File: src/rtl/rxr_pkg.sv
package rxr_pkg;
  localparam int DESC_SHIFT = 4;
  localparam int DONE_BIT   = 63;
  localparam int LEN_LSB    = 32;
  localparam int LEN_W      = 16;

  typedef enum logic [2:0] {S_IDLE, S_FETCH, S_FWAIT, S_DATA, S_WB} rx_state_t;

  function automatic logic [31:0] desc_addr(logic [31:0] base, logic [31:0] idx);
    return {base[31:4], 4'b0000} + (idx << DESC_SHIFT);
  endfunction

  function automatic logic [31:0] next_index(logic [31:0] idx, logic [31:0] size);
    return ((idx + 32'd1) >= size) ? 32'd0 : idx + 32'd1;
  endfunction

  function automatic logic [31:0] beat_addr(logic [31:0] bufa, logic [31:0] beats, int shift);
    return bufa + (beats << shift);
  endfunction

  function automatic logic [63:0] wb_word(logic [31:0] bufa, logic [LEN_W-1:0] len);
    logic [63:0] w;
    w = '0;
    w[31:0] = bufa;
    w[LEN_LSB +: LEN_W] = len;
    w[DONE_BIT] = 1'b1;
    return w;
  endfunction
endpackage

File: src/rtl/rxr_regs.sv
module rxr_regs #(
  parameter int IDXW = 8
) (
  input  logic            clk,
  input  logic            rst_n,
  input  logic            reg_we,
  input  logic [1:0]      reg_sel,
  input  logic [31:0]     reg_wdata,
  output logic [31:0]     base,
  output logic [IDXW:0]   size,
  output logic [IDXW-1:0] tail,
  output logic            enable,
  output logic            tail_wr
);
  logic unused_bits;
  assign unused_bits = ^reg_wdata[31:IDXW+1];
  assign tail_wr = reg_we && (reg_sel == 2'd2);

  always_ff @(posedge clk) begin
    if (!rst_n) begin
      base   <= '0;
      size   <= '0;
      tail   <= '0;
      enable <= 1'b0;
    end else if (reg_we) begin
      case (reg_sel)
        2'd0: base   <= reg_wdata;
        2'd1: size   <= reg_wdata[IDXW:0];
        2'd2: tail   <= reg_wdata[IDXW-1:0];
        default: enable <= reg_wdata[0];
      endcase
    end
  end
endmodule

File: src/rtl/rxr_fifo.sv
module rxr_fifo #(
  parameter int DW    = 64,
  parameter int DEPTH = 16
) (
  input  logic          clk,
  input  logic          rst_n,
  input  logic          in_valid,
  input  logic [DW-1:0] in_data,
  input  logic          in_last,
  output logic          in_ready,
  output logic          out_valid,
  output logic [DW-1:0] out_data,
  output logic          out_last,
  input  logic          pop
);
  localparam int PW = $clog2(DEPTH);
  localparam int CW = PW + 1;

  logic [DW:0]   store [DEPTH];
  logic [PW-1:0] wr_ptr, rd_ptr;
  logic [CW-1:0] count;
  logic          push, take;

  assign in_ready  = (count != CW'(DEPTH));
  assign out_valid = (count != '0);
  assign push      = in_valid && in_ready;
  assign take      = pop && out_valid;
  assign out_data  = store[rd_ptr][DW-1:0];
  assign out_last  = store[rd_ptr][DW];

  always_ff @(posedge clk) begin
    if (push) store[wr_ptr] <= {in_last, in_data};
  end

  always_ff @(posedge clk) begin
    if (!rst_n) begin
      wr_ptr <= '0;
      rd_ptr <= '0;
      count  <= '0;
    end else begin
      if (push) wr_ptr <= (wr_ptr == PW'(DEPTH - 1)) ? '0 : wr_ptr + 1'b1;
      if (take) rd_ptr <= (rd_ptr == PW'(DEPTH - 1)) ? '0 : rd_ptr + 1'b1;
      count <= count + CW'(push) - CW'(take);
    end
  end
endmodule

File: src/rtl/rxr_ring.sv
module rxr_ring #(
  parameter int IDXW = 8
) (
  input  logic            clk,
  input  logic            rst_n,
  input  logic            advance,
  input  logic [IDXW:0]   size,
  input  logic [IDXW-1:0] tail,
  output logic [IDXW-1:0] head,
  output logic            slot_free
);
  import rxr_pkg::*;
  logic [31:0] nxt;
  logic        unused_hi;

  assign nxt       = next_index(32'(head), 32'(size));
  assign unused_hi = ^nxt[31:IDXW];
  assign slot_free = (head != tail);

  always_ff @(posedge clk) begin
    if (!rst_n)       head <= '0;
    else if (advance) head <= nxt[IDXW-1:0];
  end
endmodule

File: src/rtl/rxr_dma_top.sv
module rxr_dma_top #(
  parameter int IDXW       = 8,
  parameter int FIFO_DEPTH = 16,
  parameter int DATA_W     = 64
) (
  input  logic              clk,
  input  logic              rst_n,
  input  logic              reg_we,
  input  logic [1:0]        reg_sel,
  input  logic [31:0]       reg_wdata,
  input  logic              in_valid,
  input  logic [DATA_W-1:0] in_data,
  input  logic              in_last,
  output logic              in_ready,
  output logic              mem_req,
  output logic              mem_we,
  output logic [31:0]       mem_addr,
  output logic [63:0]       mem_wdata,
  input  logic              mem_gnt,
  input  logic              mem_rvalid,
  input  logic [63:0]       mem_rdata
);
  import rxr_pkg::*;
  localparam int BEAT_BYTES = DATA_W / 8;
  localparam int BEAT_SHIFT = $clog2(BEAT_BYTES);
  localparam int BEAT_W     = LEN_W - BEAT_SHIFT;

  logic [31:0]       base;
  logic [IDXW:0]     size;
  logic [IDXW-1:0]   tail, head_idx;
  logic              enable, tail_wr, slot_free;
  logic              fifo_valid, pop_last;
  logic [DATA_W-1:0] fifo_data;

  rx_state_t         state;
  logic [31:0]       buf_addr;
  logic [BEAT_W-1:0] beats;
  logic              blocked;

  // named internal events
  logic fetch_fire, data_fire, wb_fire, head_adv, can_start, stale_desc;
  logic [31:0] cur_desc;
  logic [LEN_W-1:0] len_bytes;
  logic unused_rd;

  assign unused_rd  = ^mem_rdata[62:32];
  assign cur_desc   = desc_addr(base, 32'(head_idx));
  assign len_bytes  = {beats, {BEAT_SHIFT{1'b0}}};
  assign can_start  = enable && (size != '0) && fifo_valid && slot_free && !blocked;
  assign fetch_fire = (state == S_FETCH) && mem_gnt;
  assign data_fire  = (state == S_DATA) && fifo_valid && mem_gnt;
  assign wb_fire    = (state == S_WB) && mem_gnt;
  assign head_adv   = wb_fire;
  assign stale_desc = (state == S_FWAIT) && mem_rvalid && mem_rdata[DONE_BIT];

  rxr_regs #(.IDXW(IDXW)) u_regs (
    .clk(clk), .rst_n(rst_n), .reg_we(reg_we), .reg_sel(reg_sel),
    .reg_wdata(reg_wdata), .base(base), .size(size), .tail(tail),
    .enable(enable), .tail_wr(tail_wr)
  );

  rxr_fifo #(.DW(DATA_W), .DEPTH(FIFO_DEPTH)) u_fifo (
    .clk(clk), .rst_n(rst_n), .in_valid(in_valid), .in_data(in_data),
    .in_last(in_last), .in_ready(in_ready), .out_valid(fifo_valid),
    .out_data(fifo_data), .out_last(pop_last), .pop(data_fire)
  );

  rxr_ring #(.IDXW(IDXW)) u_ring (
    .clk(clk), .rst_n(rst_n), .advance(head_adv), .size(size),
    .tail(tail), .head(head_idx), .slot_free(slot_free)
  );

  always_comb begin
    mem_req   = 1'b0;
    mem_we    = 1'b0;
    mem_addr  = cur_desc;
    mem_wdata = '0;
    case (state)
      S_FETCH: mem_req = 1'b1;
      S_DATA: begin
        mem_req   = fifo_valid;
        mem_we    = 1'b1;
        mem_addr  = beat_addr(buf_addr, 32'(beats), BEAT_SHIFT);
        mem_wdata = 64'(fifo_data);
      end
      S_WB: begin
        mem_req   = 1'b1;
        mem_we    = 1'b1;
        mem_wdata = wb_word(buf_addr, len_bytes);
      end
      default: ;
    endcase
  end

  always_ff @(posedge clk) begin
    if (!rst_n) begin
      state    <= S_IDLE;
      buf_addr <= '0;
      beats    <= '0;
      blocked  <= 1'b0;
    end else begin
      if (tail_wr)         blocked <= 1'b0;
      else if (stale_desc) blocked <= 1'b1;
      case (state)
        S_IDLE:  if (can_start) state <= S_FETCH;
        S_FETCH: if (fetch_fire) state <= S_FWAIT;
        S_FWAIT: if (mem_rvalid) begin
          if (mem_rdata[DONE_BIT]) state <= S_IDLE;
          else begin
            buf_addr <= mem_rdata[31:0];
            beats    <= '0;
            state    <= S_DATA;
          end
        end
        S_DATA: if (data_fire) begin
          beats <= beats + 1'b1;
          if (pop_last) state <= S_WB;
        end
        S_WB:    if (wb_fire) state <= S_IDLE;
        default: state <= S_IDLE;
      endcase
    end
  end
endmodule

File: config.mk
export PLATFORM = sky130hd
export DESIGN_NAME = rxr_dma_top
export DESIGN_NICKNAME = d
export VERILOG_FILES = /design/src/rtl/rxr_pkg.sv /design/src/rtl/rxr_regs.sv /design/src/rtl/rxr_fifo.sv /design/src/rtl/rxr_ring.sv /design/src/rtl/rxr_dma_top.sv
export SDC_FILE = /design/constraint.sdc
export NUM_CORES = 1
export LEC_CHECK = 0
export CORE_AREA = 2 2 327 490
export DETAILED_ROUTE_END_ITERATION = 7
export DIE_AREA = 0 0 329 492
export GPL_TIMING_DRIVEN = 1
export PLACE_DENSITY = 0.52
export SETUP_SLACK_MARGIN = 0.15
export SLEW_MARGIN = 15
export SYNTH_ARGS = -nofsm -noshare
export SYNTH_HDL_FRONTEND = slang
export SYNTH_HIERARCHICAL = 1
export SYNTH_SLANG_ARGS = --single-unit
export TNS_END_PERCENT = 100
File: constraint.sdc
create_clock -name clk -period 4.5 [get_ports clk]
set_input_delay 0.45 -clock clk [delete_from_list [all_inputs] [get_ports clk]]
set_output_delay 0.45 -clock clk [all_outputs]
set_load 0.005 [all_outputs]
==> results of run 1 <==
-- placed cells by master, fill, tap and decap left out, types with 8 or more instances in the layout --
| cell | instances |
|---|---|
| edfxtp_1 | 1040 |
| nand2_1 | 275 |
| mux4_2 | 260 |
| clkdlybuf4s50_1 | 235 |
| a22oi_1 | 133 |
| dfxtp_1 | 117 |
| clkbuf_16 | 107 |
| mux2i_1 | 55 |
| xor2_1 | 51 |
| buf_4 | 51 |
| a22o_1 | 46 |
| nor2_1 | 43 |
| ha_1 | 43 |
| a21oi_1 | 34 |
| nand3_1 | 33 |
| a21boi_0 | 33 |
| inv_1 | 31 |
| o21ai_0 | 29 |
| buf_12 | 29 |
| and2_1 | 28 |
| xnor2_1 | 26 |
| clkinv_1 | 24 |
| clkbuf_1 | 24 |
| clkinv_2 | 19 |
| and3_1 | 14 |
| and2_4 | 13 |
| nand3b_1 | 11 |
| nor2b_1 | 10 |
| nor3_1 | 10 |
| nand4_1 | 9 |
| nand2b_1 | 8 |
-- state kept, by name, summed over array words and instances, names as in the netlist, named ones only --
name,count
u_regs/size,9
state,3
u_fifo/store,1040
buf_addr,32
u_fifo/wr_ptr,4
blocked,1
u_fifo/rd_ptr,4
u_fifo/count,5
u_regs/enable,1
beats,13
u_ring/head,8
u_regs/base,28
u_regs/tail,8
-- worst paths after layout --
check / startpoint / endpoint / cells past startpoint
setup reg to reg: u_fifo/count[2]$_SDFF_PN0_ / u_fifo/count[4]$_SDFF_PN0_ / 16
setup / recovery: u_ring/head[3]$_SDFFE_PN0P_ / mem_addr[27] / 10
hold reg to reg: u_regs/base[7]$_SDFFE_PN0P_ / u_regs/base[7]$_SDFFE_PN0P_ / 2
hold / removal: reg_wdata[19] / u_regs/base[19]$_SDFFE_PN0P_ / 3
-- report_power, final --
part / internal (mW) / switching (mW)
Clock: 4.79 / 4.13
Sequential: 12.0 / 0.0729
Combinational: 0.429 / 0.667
Total: 17.2 / 4.87
-- stage by stage --
| stage | cells | hold WS [ns] | utilization |
|---|---|---|---|
| global route | 5033 | 0.264 | 0.351 |
| CTS | 5032 | 0.218 | 0.351 |
| finish | 5034 | 0.274 | 0.351 |
| global placement | 4834 | 0.454 | 0.330 |
| floorplan | 2579 | 0.439 | - |
| detailed placement | 4834 | 0.453 | 0.330 |
-- tightest hold or removal path: stages --
cell	delay, ns
clkdlybuf4s50_1	0.40
nand2_1	0.06
mux2i_1	0.06
-- layer usage --
| metal | share of wire | global-route usage | vias to the layer above | wire [µm] |
|---|---|---|---|---|
| met5 | 0.0015 | 0 | - | 188 |
| met4 | 0.021 | 0.0397 | 32 | 2630 |
| met3 | 0.059 | 0.0330 | 180 | 7470 |
| met2 | 0.50 | 0.269 | 641 | 63900 |
| met1 | 0.41 | 0.192 | 12900 | 52400 |
| li1 | - | - | 10900 | - |
-- layout make-up --
class / count / area [µm²]
multi-input combinational: 1246 / 12400
clock inverter: 66 / 626
sequential: 1160 / 33600
antenna: 2 / 5.00
timing repair buffer: 315 / 3320
tap: 2081 / 2600
fill: 14800 / 102000
clock buffer: 132 / 2780
inverter: 32 / 120
-- what timing repair did --
item	in CTS	in global routing
gates cloned	0	0
resized for setup	2	4
setup endpoints to repair	3	9
hold buffers	0	0
buffers inserted	0	0
hold endpoints to repair	0	0
==> run summary, run 1 <==
Unrepaired setup endpoints after global routing -> no
Die width -> 329 µm
Overall power -> 22.1 mW
Design area -> 55500 µm²
Maxcap violations -> 0
Final Max Slew Viols -> 0
Initial antenna violation count -> 24
Fin crit share -> 0.932
CP arrival -> 3.75 ns
Vias in the first global route -> 25.8k
Gr ovfl total -> 0
Maximum VDD drop -> 290 µV
Clock latency at the later pin of the worst-skew pair -> 0.73 ns
Critical-path cell list -> ha_1 -> a21oi_1 -> o221ai_2 -> a221o_1 -> nor2b_1 -> buf_4 -> nand4_1 -> xor2_1 -> mux2i_1 -> clkdlybuf4s50_1
Die area -> 162000 µm²
Worst Path Buf+Inv -> 2
Core Rows -> 179
Status -> complete, no violations
I/O pin cnt -> 268
Clk slew on worst S/H paths -> 0.07 ns
Layout Nets -> 3076
Clock tree sinks -> 1160
Starting density of the core -> 0.297
Root buffer cell -> clkbuf_16
Dpl ws -> 0.921 ns
Worst Path Required -> 4.05 ns
# H-tree levels -> 3
DR WL/cell -> 25.1 µm
Num CTS Buffers -> 106
Highest Clock Rate -> 0.238 GHz
Dpl cell area -> 52100 µm²
Final WL -> 127000 µm
Maximum clock path buffer count -> 3
Via count -> 24.6k
Leak -> 17.3 nW
Setup TNS -> 0 ns
FF-to-FF setup slack -> 1.02 ns
Die H -> 492 µm
Setup violators final -> 0
Final HPWL DP -> 75700 µm
Largest net degree at the start of global routing -> 92
Total GRT Usage -> 0.154
Avg Cell Area, Syn -> 18.2 µm²
GP Congestion -> 0.830
Crit-path max cell delay -> 0.55 ns
Slowest CP cell -> dfxtp_1
Vias per cell -> 4.88
Crit-path leading delay family -> compound AO/OA/AOI/OAI gates
Syn Nets -> 2794
Core area -> 158000 µm²
DRT Pass-1 Iters -> 5
CTS tree -> done
Number of port buffers -> 236
Clock Skew -> 0.0347 ns
Post-DRT Antenna Nets -> 0
Slew at the pin closest to its max-slew limit -> 1.05 ns
Endpoint class of the critical path -> output pin
Critical Path Start Type -> register
Final hold violation count -> 0
Area delta synth->final -> 18.4%
Crit Path Category -> register to output pin
Minimum clock period -> 4.20 ns
Worst slew margin -> 0.303
First-pass GRT wire length -> 181000 µm
Share of cells above drive strength 1 -> 0.181
Initial DRC count -> 1576
Syn. warnings -> 6
Min-Delay Path Class -> input port to register
Final worst slack -> 0.304 ns
Cell Pwr Density -> 398 nW/µm²
Synth Instances -> 2579
DRC -> 0
Synth Cell Area -> 46800 µm²
Worst Path Max Fanout -> 7
(Power assumes the default switching activity.)
==> run 2: changes to the inputs <==
- MAX_ROUTING_LAYER: unset -> met4
==> run summary, run 2 (synthesis gave the netlist of run 1 again) <==
Largest net degree at the start of global routing -> 92
Vias per cell -> 4.87
Reg with most FFs -> u_fifo/store
Maximum VDD drop -> 294 µV
Sw frac -> 0.221
WHS -> 0.277 ns
Gr ovfl total -> 0
Placed Instances -> 4834
Setup violators final -> 0
Minimum clock period -> 4.20 ns
Critical path origin -> beats[4]$_SDFFE_PN0P_
Min-Delay Path Class -> input port to register
Clock latency at the later pin of the worst-skew pair -> 0.73 ns
Worst slew margin -> 0.315
Maximum clock path buffer count -> 3
Clock tree sinks -> 1160
R2R depth -> 16
DRT Pass-1 Iters -> 5
Leak -> 17.3 nW
Hold path start -> reg_wdata[19]
Cell Pwr Density -> 398 nW/µm²
Core Rows -> 179
Post-Layout Cell Count -> 5050
Highest Clock Rate -> 0.238 GHz
Die area -> 162000 µm²
Number of port buffers -> 236
Layout Nets -> 3076
I/O pin cnt -> 268
Post-CTS Setup Repair Bufs -> 0
P_int -> 17.2 mW
Vias in the first global route -> 25.8k
Final worst slack -> 0.303 ns
Slew at the pin closest to its max-slew limit -> 1.03 ns
Starting density of the core -> 0.297
Area delta synth->final -> 18.5%
CP arrival -> 3.75 ns
Maxcap violations -> 0
Dpl ws -> 0.921 ns
Clk pwr share -> 0.404
Initial DRC count -> 1791
Critical Path Start Type -> register
Num CTS Buffers -> 106
Hold depth -> 3
Clock Skew -> 0.0407 ns
Fin crit share -> 0.933
Worst Path Required -> 4.05 ns
Core area -> 158000 µm²
Final hold violation count -> 0
Status -> complete, no violations
Die H -> 492 µm
Total GRT Usage -> 0.159
Share of cells above drive strength 1 -> 0.181
Leading cell types in the layout, fill and taps excluded -> 1040 x edfxtp_1, 275 x nand2_1, 260 x mux4_2
Final Max Slew Viols -> 0
CTS tree -> done
Seq pwr share -> 0.546
Root buffer cell -> clkbuf_16
DR WL/cell -> 25.0 µm
FF-to-FF setup slack -> 1.01 ns
Fillcell total -> 14.8k
Final WL -> 126000 µm
Initial antenna violation count -> 25
Max reg flops -> 1040
Final HPWL DP -> 75700 µm
RR Startpoint -> u_fifo/count[2]$_SDFF_PN0_
DRC -> 0
Endpoint class of the critical path -> output pin
First-pass GRT wire length -> 181000 µm
Setup TNS -> 0 ns
Most common cell after layout, fill and taps aside -> edfxtp_1
Biggest regs -> u_fifo/store x1040, buf_addr x32, u_regs/base x28
# hold bufs at CTS -> 0
Post-DRT Antenna Nets -> 0
Clk slew on worst S/H paths -> 0.07 ns
Sw power -> 4.87 mW
Unrepaired setup endpoints after global routing -> no
Worst hold path endpoint -> u_regs/base[19]$_SDFFE_PN0P_
Die width -> 329 µm
Via count -> 24.6k
GP Congestion -> 0.842
# H-tree levels -> 3
Crit Path Category -> register to output pin
Final core occ -> 0.352
RR Endpoint -> u_fifo/count[4]$_SDFF_PN0_
Gate power share -> 0.050
Worst Path Max Fanout -> 6
[run 2: changes by cell type in the layout (fill, tap and decap cells not counted), sizes merged]
cell,delta
diode,+16
[run 2: stage by stage]
stage	instance area, µm²	power (mW)
after floorplan	46800	12.8
after global placement	52100	13.4
after detailed placement	52100	13.4
after CTS	55500	22.4
after global routing	55500	22.8
final	55500	22.1
[run 2: critical path, cell delays in order, from the launching register on]
cell,delay (ns)
dfxtp_1,0.41
ha_1,0.38
o211ai_1,0.10
o21a_1,0.23
a221o_2,0.44
a211oi_4,0.42
nand3_1,0.15
xor2_1,0.17
mux2i_1,0.20
clkdlybuf4s50_1,0.54
[run 2: metal layers]
layer | track usage | vias up | share of wire | wire length [µm]
met1 | 0.192 | 12900 | 0.41 | 52100
met5 | - | - | 0 | 0
met3 | 0.0342 | 156 | 0.062 | 7800
met2 | 0.269 | 636 | 0.51 | 63900
met4 | 0.0382 | 0 | 0.020 | 2590
li1 | - | 10900 | - | -
[run 2: how the worst max path moves through the flow]
stage,to,cells past startpoint
2_1_floorplan,u_fifo/store[10][0]$_DFFE_PP_,7
3_3_place_gp,mem_addr[25],11
3_5_place_dp,mem_addr[25],11
4_1_cts,mem_addr[18],9
5_1_grt,mem_addr[27],11
6_report,mem_addr[30],9
[run 2: power groups by stage]
stage               logic [mW]  clock network [mW]  registers (mW)
global placement          1.11                   0            12.3
CTS                       1.13                9.19            12.1
floorplan                0.507                   0            12.3
finish                    1.10                8.92            12.1
detailed placement        1.12                   0            12.3
global route              1.20                9.55            12.1
[run 2: what timing repair did]
action,in CTS,in global routing
cloned,0,0
setup endpoints to repair,3,9
resized for setup,2,4
[run 2: final cells by class]
cell class | instances | area, µm² | area share
clock inverter | 66 | 626 | 0.0113
antenna | 18 | 45.0 | 0.000811
inverter | 32 | 120 | 0.00216
multi-input combinational | 1246 | 12400 | 0.223
tap | 2081 | 2600 | 0.0469
sequential | 1160 | 33600 | 0.606
clock buffer | 132 | 2780 | 0.0501
timing repair buffer | 315 | 3320 | 0.0597
